$ cat src/rtl/fcw_pkg.sv
package fcw_pkg;
    typedef enum logic [2:0] {
        LS_DOWN  = 3'd0,
        LS_L0    = 3'd1,
        LS_L0S   = 3'd2,
        LS_L1    = 3'd3,
        LS_L2    = 3'd4,
        LS_RECOV = 3'd5,
        LS_CFG   = 3'd6,
        LS_DIS   = 3'd7
    } link_state_e;

    function automatic logic is_active_state(input logic [2:0] code);
        return (code == LS_L0) || (code == LS_L0S);
    endfunction
endpackage

$ cat src/rtl/fcw_arm_decode.sv
module fcw_arm_decode
    import fcw_pkg::*;
(
    input  logic [2:0] link_state,
    output logic       armed
);
    always_comb begin
        armed = is_active_state(link_state);
    end
endmodule

$ cat src/rtl/fcw_timer.sv
module fcw_timer #(
    parameter int unsigned LIMIT = 40000,
    localparam int unsigned CW = $clog2(LIMIT + 1)
) (
    input  logic clk,
    input  logic rst_n,
    input  logic armed,
    input  logic hold,
    input  logic kick,
    output logic expire
);
    typedef struct packed {
        logic [CW-1:0] cnt;
    } tmr_s;

    localparam logic [CW-1:0] LAST = CW'(LIMIT - 1);

    tmr_s st_d, st_q;

    always_comb begin
        st_d   = st_q;
        expire = 1'b0;
        if (!armed || hold || kick) begin
            st_d.cnt = '0;
        end else if (st_q.cnt == LAST) begin
            expire   = 1'b1;
            st_d.cnt = '0;
        end else begin
            st_d.cnt = st_q.cnt + 1'b1;
        end
    end

    always_ff @(posedge clk or negedge rst_n) begin
        if (!rst_n) st_q <= '0;
        else        st_q <= st_d;
    end

    // the count never passes the limit
    assert_cnt_in_range_R3: assert property (@(posedge clk) disable iff (!rst_n)
        st_q.cnt <= LAST);
    // an unarmed cycle leaves the timer at zero
    assert_clear_when_idle_R7: assert property (@(posedge clk) disable iff (!rst_n)
        !armed |=> st_q.cnt == '0);
    // a kick restarts from zero
    assert_kick_restarts_R4: assert property (@(posedge clk) disable iff (!rst_n)
        kick |=> st_q.cnt == '0);
endmodule

$ cat src/rtl/fcw_retrain_ctrl.sv
module fcw_retrain_ctrl (
    input  logic clk,
    input  logic rst_n,
    input  logic armed,
    input  logic expire,
    input  logic ack,
    input  logic clr,
    output logic req,
    output logic sts
);
    typedef struct packed {
        logic req;
        logic sts;
    } ctl_s;

    ctl_s st_d, st_q;

    always_comb begin
        st_d = st_q;
        if (!armed) begin
            st_d.req = 1'b0;
        end else if (st_q.req && ack) begin
            st_d.req = 1'b0;
        end else if (expire) begin
            st_d.req = 1'b1;
        end
        if (expire)   st_d.sts = 1'b1;
        else if (clr) st_d.sts = 1'b0;
    end

    always_ff @(posedge clk or negedge rst_n) begin
        if (!rst_n) st_q <= '0;
        else        st_q <= st_d;
    end

    assign req = st_q.req;
    assign sts = st_q.sts;

    // request holds until accepted or link leaves active states
    assert_req_held_R5: assert property (@(posedge clk) disable iff (!rst_n)
        (req && !ack && armed) |=> req);
    // never a request while unarmed
    assert_no_req_unarmed_R2: assert property (@(posedge clk) disable iff (!rst_n)
        !armed |=> !req);
    // a fresh request comes with the status flag
    assert_sts_with_req_R8: assert property (@(posedge clk) disable iff (!rst_n)
        $rose(req) |-> sts);
    // clear without expiry drops the flag
    assert_clr_works_R9: assert property (@(posedge clk) disable iff (!rst_n)
        (clr && !expire) |=> !sts);
endmodule

$ cat src/rtl/fc_silence_watchdog.sv
module fc_silence_watchdog #(
    parameter int unsigned CLK_MHZ    = 200,
    parameter int unsigned TIMEOUT_US = 200,
    localparam int unsigned LIMIT = CLK_MHZ * TIMEOUT_US
) (
    input  logic       clk,
    input  logic       rst_n,
    input  logic [2:0] link_state,
    input  logic       dllp_rcvd,
    input  logic       retrain_ack,
    input  logic       timeout_clr,
    output logic       retrain_req,
    output logic       timeout_sts
);
    logic armed;
    logic expire;

    fcw_arm_decode u_arm (
        .link_state (link_state),
        .armed      (armed)
    );

    fcw_timer #(.LIMIT(LIMIT)) u_tmr (
        .clk    (clk),
        .rst_n  (rst_n),
        .armed  (armed),
        .hold   (retrain_req),
        .kick   (dllp_rcvd),
        .expire (expire)
    );

    fcw_retrain_ctrl u_ctl (
        .clk   (clk),
        .rst_n (rst_n),
        .armed (armed),
        .expire(expire),
        .ack   (retrain_ack),
        .clr   (timeout_clr),
        .req   (retrain_req),
        .sts   (timeout_sts)
    );

    // accepted request drops at the next edge
    assert_ack_drops_R6: assert property (@(posedge clk) disable iff (!rst_n)
        (retrain_req && retrain_ack) |=> !retrain_req);
    // request only rises from an armed cycle
    assert_rise_armed_R2: assert property (@(posedge clk) disable iff (!rst_n)
        $rose(retrain_req) |-> $past(armed));
endmodule

$ cat config.mk
export PLATFORM = sky130hd
export DESIGN_NAME = fc_silence_watchdog
export DESIGN_NICKNAME = d
export VERILOG_FILES = /design/src/rtl/fcw_pkg.sv /design/src/rtl/fcw_arm_decode.sv /design/src/rtl/fcw_timer.sv /design/src/rtl/fcw_retrain_ctrl.sv /design/src/rtl/fc_silence_watchdog.sv
export SDC_FILE = /design/constraint.sdc
export NUM_CORES = 1
export LEC_CHECK = 0
export ABC_AREA = 1
export BUFFER_PORTS_ARGS = -buffer_cell sky130_fd_sc_hd__buf_2
export CAP_MARGIN = 20
export CORE_ASPECT_RATIO = 1.1
export CORE_MARGIN = 1.5
export CORE_UTILIZATION = 57
export DETAILED_ROUTE_END_ITERATION = 8
export PLACE_DENSITY = 0.77
export SLEW_MARGIN = 20
export SYNTH_ARGS = -nofsm -noshare
export SYNTH_HDL_FRONTEND = slang
export SYNTH_SLANG_ARGS = --single-unit
export TNS_END_PERCENT = 10
$ cat constraint.sdc
create_clock -name clk -period 1.9 [get_ports clk]
set_clock_uncertainty 0.2 [all_clocks]
set_input_delay 0.19 -clock clk [delete_from_list [all_inputs] [get_ports clk]]
set_output_delay 0.19 -clock clk [all_outputs]
set_load 0.01 [all_outputs]
==> flow_summary.toml <==
[floorplan]
die_h_um = 49.9
num_io_pins = 10
dieWidth_um = 45.7
initial_core_util_pct = 62.0
core_area_um2 = 1840
rows = 16
dieArea_um2 = 2280

[cts]
clock_latency_ps = 290
ctsResizeCount = 0
cts-hold-fix-buffers = 3
cts_buffer_depth = 2
cts_tree = "yes"
h-tree-depth = 1
cts.sinks = 18
path_clk_slew_ps = 100
post_cts_buffers = 0
cts_buffers = 3
root_buffer = "clkbuf_4"

[synthesis]
syn-num-nets = 151
ys_seq_area_share_pct = 39.5
synth.distinct_cells = 27
netlist_instances = 142
syn_avg_cell_area_um2 = 8.04
syn_area_um2 = 1140
ys_warn_count = 0
synth-seq-cells = 18

[pwr]
switching_share_pct = 21.7
peakVddDrop_mv = 0.461
pwr-share-seq_pct = 58.3
power_frac_comb_pct = 6.7
p_leak_nw = 0.601
p_clk_share_pct = 35.0
p_sw_uw = 143
cellInternalPower_uw = 518
power_density_nw_per_um2 = 517

[global_routing]
grt_overflow = 0
antenna_found_initial = 0
grt_use_total_pct = 22.8
grt_max_degree = 19
grt_first_pass_wirelength_um = 3860
grt_pass1_vias = 964

[setup_path]
endpoint_kind = "flip-flop"
r2r_slack_ps = 320
crit_type = "reg -> reg"
crit_buf_inv = 0
r2r_cells = 6
arrival_ps = 1560
cp_slowest_cell = "dfrtp_1"
r2r_end = "u_tmr.st_q[3]"
cpLargestDelayFamily = "simple AND/OR/NAND/NOR gates"
slowest_delay_ps = 430
startpoint_type = "flip-flop"
r2r-start = "u_tmr.st_q[0]"
crit_fanout = 9
worstPathRequired_ps = 1880
crit_chain = "ha_1 -> nand2_2 -> nor2_8 -> nand3_4 -> nand2_8 -> nor2_2"

[timing]
rsz0062_at_grt = "false"
maxSlewViolCount = 0
worst_pin_slew_ps = 390
fmax_ghz = 0.632
relSlewSlack_pct = 74.0
finalSetupViolCount = 0
setup_slack_ps = 317
min_period_ps = 1580
fin_tns_setup_ps = 0
finalHoldViolCount = 0
fin_crit_sh_pct = 83.3

[place]
pre_cts_ws_ps = 322
placed_area_um2 = 1210
port_buffers = 9
dp_hpwl_um = 1680
place_congestion = 0.864

[hold_path]
hold-path-cell-count = 5
hp-start = "dllp_rcvd"
hp-class = "in -> reg"
min_to = "u_tmr.st_q[15]"

[finish]
design_area_um2 = 1280
fin_nets = 167
drive_gt1_share_pct = 27.4
mostFrequentLayoutCells = "25 x nand2_1, 23 x nor2_1, 18 x dfrtp_1"
syn2layout_area_growth_pct = 12.1
final_common_cell = "nand2_1"
antennaDiodeCount = 0

[job]
max_cap_viol_count = 0

[detailed_routing]
dr.pass1.iters = 4
wirelength_um = 2180
via_count = 942
wl_per_cell_um = 11.8
viasPerCell = 5.12
drtAntennaViolNets = 0
drcViolationCount = 0
drt_iter0_drc = 15

[outcome]
run_status = "finished clean"
-- per-layer routing --
| metal | track usage, % | up-vias | routed length (um) | part of all wire [%] |
|---|---|---|---|---|
| met2 | 38.5 | 14 | 1100 | 51 |
| met1 | 28.5 | 450 | 1010 | 47 |
| li1 | - | 476 | - | - |
| met4 | 9.31 | 0 | 14 | 0.64 |
| met5 | 0 | - | 0 | 0 |
| met3 | 2.20 | 2 | 45 | 2.1 |
-- worst reg2reg max path, cell delays in order, from the launching register on --
cell and delay [ps]:
dfrtp_1 430, ha_1 220, nand2_2 110, nor2_8 200, nand3_4 150, nand2_8 130
nor2_2 40
-- registers in the layout, summed over array words and instances (netlist names) --
signal and cells:
u_tmr.st_q 16, u_ctl.req 1, u_ctl.sts 1
-- logic make-up (layout without fill, tap and decap cells) --
| group | after synthesis | in the layout | synth area share, % |
|---|---|---|---|
| xor gates and xnor gates | 5 | 5 | 3.84 |
| DFF | 18 | 18 | 39.5 |
| adders and majority gates | 1 | 1 | 1.10 |
| buffers and inverters | 20 | 35 | 6.91 |
| AOI/OAI and AO/OA | 5 | 5 | 3.07 |
| and+or+nand+nor | 93 | 93 | 45.6 |
-- per-stage QoR --
step | total power [mW] | util, % | hold WS, ps | instances
2_1_floorplan | 0.415 | - | -306 | 142
3_3_place_gp | 0.433 | 65.8 | -61.8 | 177
3_5_place_dp | 0.434 | 65.8 | -60.0 | 177
4_1_cts | 0.674 | 69.4 | 96.8 | 184
5_1_grt | 0.698 | 69.4 | 101 | 184
6_report | 0.662 | 69.4 | 101 | 184
-- layout make-up --
type	instances	area [um^2]
Multi-Input combinational cell	104	612
Timing Repair Buffer	12	75.1
Fill cell	159	563
Inverter	19	71.3
Tap cell	27	33.8
Sequential cell	18	450
Clock buffer	4	36.3
-- how the worst max path moves through the flow --
| stage | cells after the start | start | endpoint | slack (ps) |
|---|---|---|---|---|
| 2_1_floorplan | 6 | u_tmr.st_q[0] | u_tmr.st_q[10] | 440 |
| 4_1_cts | 6 | u_tmr.st_q[0] | u_tmr.st_q[14] | 300 |
| 3_3_place_gp | 6 | u_tmr.st_q[0] | u_tmr.st_q[14] | 380 |
| 3_5_place_dp | 6 | u_tmr.st_q[0] | u_tmr.st_q[14] | 320 |
| 6_report | 6 | u_tmr.st_q[0] | u_tmr.st_q[3] | 320 |
| 5_1_grt | 6 | u_tmr.st_q[0] | u_tmr.st_q[5] | 190 |
-- cells in the mapped netlist, drive strengths merged --
master   n  share of area (%)
nor2    35                 17
nand2   31                 13
inv     19                6.2
dfrtp   18                 39
nand3   17                9.9
nor3     6                3.1
xor2     3                2.3
a21oi    2                1.2
nand4    2                1.1
o21ai    2                1.2
xnor2    2                1.5
a21o     1               0.66
buf      1               0.66
ha       1                1.1
nand3b   1               0.66
or2      1               0.77
-- power groups by stage --
| stage | combinational, mW | clock (mW) | sequential [mW] |
|---|---|---|---|
| finish | 0.0442 | 0.231 | 0.386 |
| global route | 0.0500 | 0.262 | 0.387 |
| CTS | 0.0456 | 0.242 | 0.386 |
| detailed placement | 0.0407 | 0 | 0.394 |
| global placement | 0.0393 | 0 | 0.393 |
| floorplan | 0.0218 | 0 | 0.393 |
(Power assumes the default switching activity.)
